===== src/rtl/tdm_fmt_pkg.sv =====
package tdm_fmt_pkg;

    // Index width that stays at least one bit for degenerate counts.
    function automatic int idx_w(input int n);
        return (n > 1) ? $clog2(n) : 1;
    endfunction

endpackage


===== src/rtl/tdm_phase_ctr.sv =====
module tdm_phase_ctr #(
    parameter int PERIOD_LEN = 4,
    parameter int PH_W       = 2
) (
    input  logic            clk,
    input  logic            rst_n,
    output logic [PH_W-1:0] phase_o,
    output logic            wrap_o
);
    localparam logic [PH_W-1:0] LAST = PH_W'(PERIOD_LEN - 1);

    logic [PH_W-1:0] phase_d, phase_q;

    always_comb begin
        wrap_o  = (phase_q == LAST);
        phase_d = wrap_o ? '0 : phase_q + PH_W'(1);
    end

    always_ff @(posedge clk or negedge rst_n) begin
        if (!rst_n) phase_q <= '0;
        else        phase_q <= phase_d;
    end

    assign phase_o = phase_q;
endmodule


===== src/rtl/tdm_frame_slot.sv =====
module tdm_frame_slot #(
    parameter int FRAME_W = 32
) (
    input  logic               clk,
    input  logic               rst_n,
    input  logic               req_i,
    input  logic [FRAME_W-1:0] data_i,
    input  logic               wrap_i,
    output logic               ready_o,
    output logic               held_o,
    output logic [FRAME_W-1:0] frame_o,
    output logic               err_o
);
    typedef struct packed {
        logic               held;
        logic [FRAME_W-1:0] frame;
        logic               err;
    } slot_t;

    slot_t slot_d, slot_q;

    always_comb begin
        slot_d  = slot_q;
        // The slot empties on every period boundary: a held frame leaves.
        ready_o = !slot_q.held || wrap_i;
        if (wrap_i) slot_d.held = 1'b0;
        if (req_i) begin
            if (ready_o) begin
                slot_d.held  = 1'b1;
                slot_d.frame = data_i;
            end else begin
                slot_d.err = 1'b1;
            end
        end
    end

    always_ff @(posedge clk or negedge rst_n) begin
        if (!rst_n) slot_q <= '0;
        else        slot_q <= slot_d;
    end

    assign held_o  = slot_q.held;
    assign frame_o = slot_q.frame;
    assign err_o   = slot_q.err;
endmodule


===== src/rtl/tdm_lane_mux.sv =====
module tdm_lane_mux #(
    parameter int CH_PER_WIRE = 2,
    parameter int DATA_W      = 8,
    parameter int IDX_W       = 2
) (
    input  logic [CH_PER_WIRE*DATA_W-1:0] lane_frame_i,
    input  logic [IDX_W-1:0]              beat_i,
    output logic [DATA_W-1:0]             word_o
);
    always_comb begin
        word_o = '0;
        for (int j = 0; j < CH_PER_WIRE; j++) begin
            if (beat_i == IDX_W'(j)) word_o = lane_frame_i[j*DATA_W +: DATA_W];
        end
    end
endmodule


===== src/rtl/tdm_stream_formatter.sv =====
module tdm_stream_formatter
    import tdm_fmt_pkg::*;
#(
    parameter int NUM_CH      = 4,
    parameter int NUM_WIRES   = 2,
    parameter int CH_PER_WIRE = 2,
    parameter int PERIOD_LEN  = 4,
    parameter int DATA_W      = 8
) (
    input  logic                        clk,
    input  logic                        rst_n,
    input  logic                        frame_req,
    input  logic [NUM_CH*DATA_W-1:0]    frame_data,
    output logic                        frame_ready,
    output logic                        out_valid,
    output logic [NUM_WIRES*DATA_W-1:0] out_data,
    output logic                        overrun_err
);
    localparam int FRAME_W = NUM_CH * DATA_W;
    localparam int LANE_W  = CH_PER_WIRE * DATA_W;
    localparam int OUT_W   = NUM_WIRES * DATA_W;
    localparam int PH_W    = idx_w(PERIOD_LEN);
    localparam int BT_W    = idx_w(CH_PER_WIRE + 1);
    localparam logic [BT_W-1:0] BEATS = BT_W'(CH_PER_WIRE);

    if (NUM_WIRES * CH_PER_WIRE != NUM_CH || CH_PER_WIRE > PERIOD_LEN ||
        CH_PER_WIRE < 1 || PERIOD_LEN < 1) begin : g_bad_params
        $error("tdm_stream_formatter: wires*channels_per_wire must equal channels and fit in the period");
    end

    typedef struct packed {
        logic               valid;
        logic [BT_W-1:0]    beat;
        logic [FRAME_W-1:0] act;
        logic [OUT_W-1:0]   data;
    } fmt_state_t;

    fmt_state_t st_d, st_q;

    logic [PH_W-1:0]    phase_q;
    logic               wrap;
    logic               pend_valid;
    logic [FRAME_W-1:0] pend_frame;
    logic               launch;
    logic [FRAME_W-1:0] src_frame;
    logic [BT_W-1:0]    src_idx;
    logic [OUT_W-1:0]   lane_word;

    tdm_phase_ctr #(
        .PERIOD_LEN (PERIOD_LEN),
        .PH_W       (PH_W)
    ) u_phase (
        .clk     (clk),
        .rst_n   (rst_n),
        .phase_o (phase_q),
        .wrap_o  (wrap)
    );

    tdm_frame_slot #(
        .FRAME_W (FRAME_W)
    ) u_slot (
        .clk     (clk),
        .rst_n   (rst_n),
        .req_i   (frame_req),
        .data_i  (frame_data),
        .wrap_i  (wrap),
        .ready_o (frame_ready),
        .held_o  (pend_valid),
        .frame_o (pend_frame),
        .err_o   (overrun_err)
    );

    assign launch = wrap && pend_valid;

    // A launch reads beat 0 of the held frame; later beats read the frame in flight.
    always_comb begin
        if (launch) begin
            src_frame = pend_frame;
            src_idx   = '0;
        end else begin
            src_frame = st_q.act;
            src_idx   = st_q.beat;
        end
    end

    for (genvar w = 0; w < NUM_WIRES; w++) begin : g_lane
        tdm_lane_mux #(
            .CH_PER_WIRE (CH_PER_WIRE),
            .DATA_W      (DATA_W),
            .IDX_W       (BT_W)
        ) u_lane (
            .lane_frame_i (src_frame[w*LANE_W +: LANE_W]),
            .beat_i       (src_idx),
            .word_o       (lane_word[w*DATA_W +: DATA_W])
        );
    end

    always_comb begin
        st_d       = st_q;
        st_d.valid = 1'b0;
        st_d.data  = '0;
        if (launch) begin
            st_d.valid = 1'b1;
            st_d.beat  = BT_W'(1);
            st_d.act   = pend_frame;
            st_d.data  = lane_word;
        end else if (st_q.valid && st_q.beat < BEATS) begin
            st_d.valid = 1'b1;
            st_d.beat  = st_q.beat + BT_W'(1);
            st_d.data  = lane_word;
        end
    end

    always_ff @(posedge clk or negedge rst_n) begin
        if (!rst_n) st_q <= '0;
        else        st_q <= st_d;
    end

    assign out_valid = st_q.valid;
    assign out_data  = st_q.data;
endmodule


===== config.mk =====
export PLATFORM = sky130hd
export DESIGN_NAME = tdm_stream_formatter
export DESIGN_NICKNAME = d
export VERILOG_FILES = /design/src/rtl/tdm_fmt_pkg.sv /design/src/rtl/tdm_phase_ctr.sv /design/src/rtl/tdm_frame_slot.sv /design/src/rtl/tdm_lane_mux.sv /design/src/rtl/tdm_stream_formatter.sv
export SDC_FILE = /design/constraint.sdc
export NUM_CORES = 1
export LEC_CHECK = 0
export ABC_AREA = 0
export BUFFER_PORTS_ARGS = -buffer_cell sky130_fd_sc_hd__buf_2
export CORE_AREA = 4 4 82 99
export DETAILED_ROUTE_END_ITERATION = 12
export DIE_AREA = 0 0 86 103
export PLACE_DENSITY = 0.73
export SLEW_MARGIN = 10
export SYNTH_ARGS = -nofsm -noshare
export SYNTH_HDL_FRONTEND = slang
export SYNTH_SLANG_ARGS = --single-unit
export TNS_END_PERCENT = 10

===== constraint.sdc =====
create_clock -name clk -period 1.6 [get_ports clk]
set_clock_uncertainty 0.2 [all_clocks]
set_input_delay 0.16 -clock clk [delete_from_list [all_inputs] [get_ports clk]]
set_output_delay 0.16 -clock clk [all_outputs]
set_load 0.01 [all_outputs]

### Yosys cells after proc, flatten, opt, wreduce, memory -nomap -nowiden

Cells that the tools add are included.

| storage, ports and cells | value |
|---|---|
| register bits | 87 |
| bits of input ports | 35 |
| output and inout bits | 19 |
| logic and storage cells | 37 |

| cells by class | value |
|---|---|
| add/sub/neg operators | 2 |
| $lt $le $gt $ge | 1 |
| eq/ne operators | 2 |
| multiplexer cells | 15 |
| bitwise operators | 1 |
| reductions and logical operators | 8 |

Operator list:

| kind | number |
|---|---|
| 34-bit two-way mux | 1 |
| 33-bit two-way mux | 1 |
| 16-bit two-way mux | 2 |
| 32-bit two-way mux | 1 |
| 8-bit two-way mux | 4 |
| 3-bit two-way mux | 2 |
| 2-bit by 1-bit adder with 2-bit output, second input constant | 2 |
| 2-bit two-way mux | 2 |
| 2-bit AND reduction | 2 |
| 2-bit by 1-bit equality test with 1-bit output, second input constant | 1 |
| 2-bit equality test, second input constant | 1 |
| 1-bit logical AND | 2 |
| 2-bit logical NOT | 1 |
| 2-bit less-than comparator, second input constant | 1 |
| 1-bit two-way mux | 2 |
| 2-bit nonzero test | 1 |
| 1-bit logical NOT | 1 |
| 1-bit logical OR | 1 |
| 1-bit NOT | 1 |

### Depth between registers and ports, before layout

| logic depth | value |
|---|---|
| depth in word-level cells | 8 |
| depth in mapped cells | 6 |
| mapped depth without buffers | 4 |

### Modules after synthesis

Synthesis repeated with hierarchy kept, for this count alone.

| unflattened totals | value |
|---|---|
| cells, all modules | 242 |
| area total of the unflattened synthesis | 3,806.2 um2 |

By module, submodules not included:

| module | times used | cells an instance | area each (um2) | seq. area each (um2) |
|---|---|---|---|---|
| tdm_stream_formatter | 1 | 128 | 2,065.7 | 1,276.2 |
| tdm_frame_slot | 1 | 74 | 1,423.9 | 850.8 |
| tdm_lane_mux | 2 | 18 | 125.1 | 0.0 |
| tdm_phase_ctr | 1 | 4 | 66.3 | 50.0 |

### Least setup slack after synthesis

No wires, ideal clock.

| timing path | value |
|---|---|
| kind | flip-flop to flip-flop |
| from | register u_phase.phase_q[0], in the netlist u_phase.phase_o[0] |
| to | register u_slot.slot_q (netlist bit u_slot.frame_o[10]) |
| library setup time | 125 ps |
| arrival | 1,454 ps |
| data required time | 1,275 ps |
| path slack | -179 ps |
| stages on the path, launching flop included | 6 |
| path buffers | 1 |
| clock period less this slack | 1,779 ps |
| cells stage by stage | dfrtp_1 ha_1 nand2b_2 nand2_2 buf_6 mux2_4 |

| between the ends | value |
|---|---|
| longest elaborated chain between the ends | 3 |

RTL lines:

| what | RTL line | RTL |
|---|---|---|
| start, declared | tdm_phase_ctr.sv:12 | `logic [PH_W-1:0] phase_d, phase_q;` |
| start signal, assigned | tdm_phase_ctr.sv:21 | `else phase_q <= phase_d;` |
| 2-bit equality test | tdm_phase_ctr.sv:15 | `wrap_o = (phase_q == LAST);` |
| 1-bit logical OR | tdm_frame_slot.sv:25 | `ready_o = !slot_q.held \|\| wrap_i;` |
| via frame_ready | tdm_stream_formatter.sv:14 | `output logic frame_ready,` |
| 2-bit AND reduction (no source line) | n/a |  |
| end signal, assigned | tdm_frame_slot.sv:39 | `else slot_q <= slot_d;` |
| end, declared | tdm_frame_slot.sv:20 | `slot_t slot_d, slot_q;` |

The timed path passes the listed nets, and every way through them passes these cells.
A chain may end at the register's enable or synchronous reset.

### Worst setup path in the final report

| timing path | value |
|---|---|
| from | register u_phase.phase_q[1], in the netlist u_phase.phase_o[1] |
| to | output frame_ready |

| between the ends | value |
|---|---|
| longest elaborated chain between the ends | 2 |

RTL lines:

| what | RTL line |
|---|---|
| 2-bit equality test | tdm_phase_ctr.sv:15 |
| 1-bit logical OR | tdm_frame_slot.sv:25 |
| end, declared | tdm_stream_formatter.sv:14 |

No other way between the ends.

==> reports/metrics.cfg <==
[floorplanning]
start_util = 0.485
ios = 54
fp.dieH_um = 103
num_rows = 34
coreArea_um2 = 7190
fp.dieArea_um2 = 8860
die_w_um = 86

[logic_synthesis]
synth-compound-area-share = 0.0506
synth-main-ff-cell = dfrtp_1
synth-simple-area-share = 0.0133
yosys.cell_types.count = 21
synth.area.mux_share = 0.233
synthCells = 225
synth-edff-count = 0
yosysSeqAreaShare = 0.624
yosysTopAreaCell = dfrtp_1
ys_seq_elements = 87
synthesis.area_um2 = 3490
synth_fp_nets = 261
netlist_top_cells_area = dfrtp_1 (62%), mux2_4 (13%), mux2_2 (5.8%)
synth_xor_area_frac = 0.00251
synth_top_area_frac = 0.624
synth_warnings = 0
synth_adder_area_share = 0.00359
avgSynthCellArea_um2 = 15.5
async_flop_share = 1.00
synth_top_family_by_area = multiplexers

[worst_setup_path]
timing.critical_path.mode_cell = buf_6
crit_type = flip-flop to output pin
r2r_end = u_slot.frame_o[24]$_DFFE_PN0P_
rr_startpoint = u_phase.phase_o[1]$_DFF_PN0_
r2r_setup_slack_ns = -0.07
reg2reg_depth = 5
start_kind = flip-flop
path_max_fanout = 4
cp_slowest_stage_delay_ns = 0.41
crit_path_top_delay_cell = dfrtp_1
cp.required_ns = 1.24
cp-end-kind = output pin
cp_cell_sequence = ha_4, nand2b_4, buf_6, buf_6
arrival_ns = 1.33

[place]
dp_hpwl_um = 3970
gp_congestion = 0.699
placed_cell_area_um2 = 3880
placement.io_buffers = 53

[global_routing]
grt_antenna_before_repair = 0
grt_pass1_wl_um = 10300
grt_pass1_vias = 2173
grt_max_degree = 88
grt_usage = 0.154
overflow = 0

[sta]
setup_ws_ns = -0.0880
worstMarginPinSlew_ns = 0.444
maxSlewViolCount = 0
slew_headroom = 0.704
period_needed_ns = 1.69
rsz0062_at_grt = yes
finalSetupTns_ns = -1.68
hold_violations = 0
final-setup-viol-count = 38
fmax_mhz = 592
finalCritPeriodShare = 1.06

[power]
clkPwrFrac = 0.281
intPower_mw = 3.52
switching_share = 0.244
switchingPower_mw = 1.14
peakVddDrop_mv = 0.649
cellPowerDensity_nw_per_um2 = 1040
p_leak_nw = 2.23
comb_power_share = 0.148
power_frac_seq = 0.571

[clock_tree]
htree_levels = 3
cts_made_buffers = 9
cts-root-buf = clkbuf_8
clk_latency_ns = 0.35
clock-sinks = 87
cts_tree = done
cts.clk_slew.worst_paths_ns = 0.07
cts_buffer_depth = 2

[run_status]
run_status = finished, violations left
failed_checks = negative setup slack

[layout]
antenna_cells = 0
area_growth_pct = 27.9
final_cell_area_um2 = 4460
fin_nets = 351
final_common_cell = dfrtp_1
most-common-layout-cells = dfrtp_1 (87), buf_2 (51), dlygate4sd3_1 (34)
drive_gt1_frac = 0.455

[detailed_routing]
viasPerCell = 4.79
drcViolationCount = 0
wl_um = 6080
wire_per_inst_um = 14.9
vias = 1960
first_pass_iters = 4
drtIter0Drc = 84
ant_nets = 0

[hold_path]
hold_class = primary input to async pin

[run]
maxCapViolCount = 0

## power groups by stage
stage | clock, mW | combinational (mW) | sequential, mW
after global routing | 1.45 | 0.765 | 2.69
final | 1.31 | 0.689 | 2.65
after CTS | 1.36 | 0.691 | 2.64
after floorplan | 0 | 0.489 | 2.64
after global placement | 0 | 0.594 | 2.67
after detailed placement | 0 | 0.619 | 2.68
## worst max-delay path by stage
stage	slack [ns]	depth (start not counted)	endpoint	startpoint
4_1_cts	-0.12	4	frame_ready	u_phase.phase_o[0]$_DFF_PN0_
6_report	-0.09	4	frame_ready	u_phase.phase_o[1]$_DFF_PN0_
2_1_floorplan	-0.008	5	u_slot.frame_o[10]$_DFFE_PN0P_	u_phase.phase_o[0]$_DFF_PN0_
3_3_place_gp	-0.01	5	u_slot.frame_o[19]$_DFFE_PN0P_	u_phase.phase_o[0]$_DFF_PN0_
5_1_grt	-0.14	4	frame_ready	u_phase.phase_o[0]$_DFF_PN0_
3_5_place_dp	-0.06	5	u_slot.frame_o[25]$_DFFE_PN0P_	u_phase.phase_o[0]$_DFF_PN0_
## layer usage
| layer | GRT usage | vias to the layer above | part of all wire |
|---|---|---|---|
| met5 | 0 | - | 0 |
| met4 | 0.0804 | 0 | 0.025 |
| met3 | 0.0384 | 12 | 0.039 |
| met2 | 0.242 | 35 | 0.50 |
| met1 | 0.199 | 984 | 0.44 |
| li1 | - | 929 | - |
## sequential cells by signal, indices dropped and copies added, names as in the netlist
register / count
out_data: 16
out_valid: 1
st_q: 34
u_phase.phase_o: 2
u_slot.err_o: 1
u_slot.frame_o: 32
u_slot.held_o: 1
## cell families (layout without fill, tap and decap cells)
group,Yosys count,after routing
DFF,87,87
muxes,64,64
buffers and inverters,43,137
AOI/OAI and AO/OA,21,21
and+or+nand+nor,8,8
adders and majority gates,1,1
xor gates and xnor gates,1,1
## layout make-up
| cell class | instances | area (µm²) |
|---|---|---|
| flip-flops and latches | 87 | 2180 |
| clock inverters | 4 | 22.5 |
| multi-input cells | 95 | 1120 |
| clock buffers | 11 | 141 |
| repair buffers | 104 | 821 |
| inverters | 18 | 67.6 |
| well taps | 90 | 113 |
| fillers | 573 | 2730 |
## stage by stage
step	utilization	cells	setup WS, ns	total power [mW]	hold slack, ns
2_1_floorplan	-	225	-0.00813	3.13	-0.336
3_3_place_gp	0.540	357	-0.0122	3.27	0.0280
3_5_place_dp	0.540	357	-0.0617	3.30	0.0320
4_1_cts	0.615	408	-0.121	4.70	0.189
5_1_grt	0.620	409	-0.137	4.90	0.234
6_report	0.620	409	-0.0880	4.65	0.185
## timing repair
item | CTS | global route
resized for setup | 4 | 7
endpoints found under the hold margin | 121 | 0
setup buffers | 2 | 1
hold buffers | 34 | 0
setup endpoints to repair | 50 | 77
cloned | 0 | 0
pin swaps | 1 | 1
## critical path: cells and delay by family, from the launching register on
family	cells	cell delay (ns)
fa+ha+maj	1	0.19
simple gates	1	0.15
flops	1	0.41
buf+inv	2	0.23
## cells in the mapped netlist, types with 2 or more instances
| cell type | number |
|---|---|
| a21oi_1 | 2 |
| buf_2 | 5 |
| buf_4 | 17 |
| buf_6 | 3 |
| dfrtp_1 | 87 |
| inv_1 | 18 |
| mux2_2 | 18 |
| mux2_4 | 30 |
| mux2i_1 | 16 |
| nand2_1 | 2 |
| nand2_2 | 2 |
| o2bb2ai_1 | 16 |
Power figures use the tool's default switching activity.
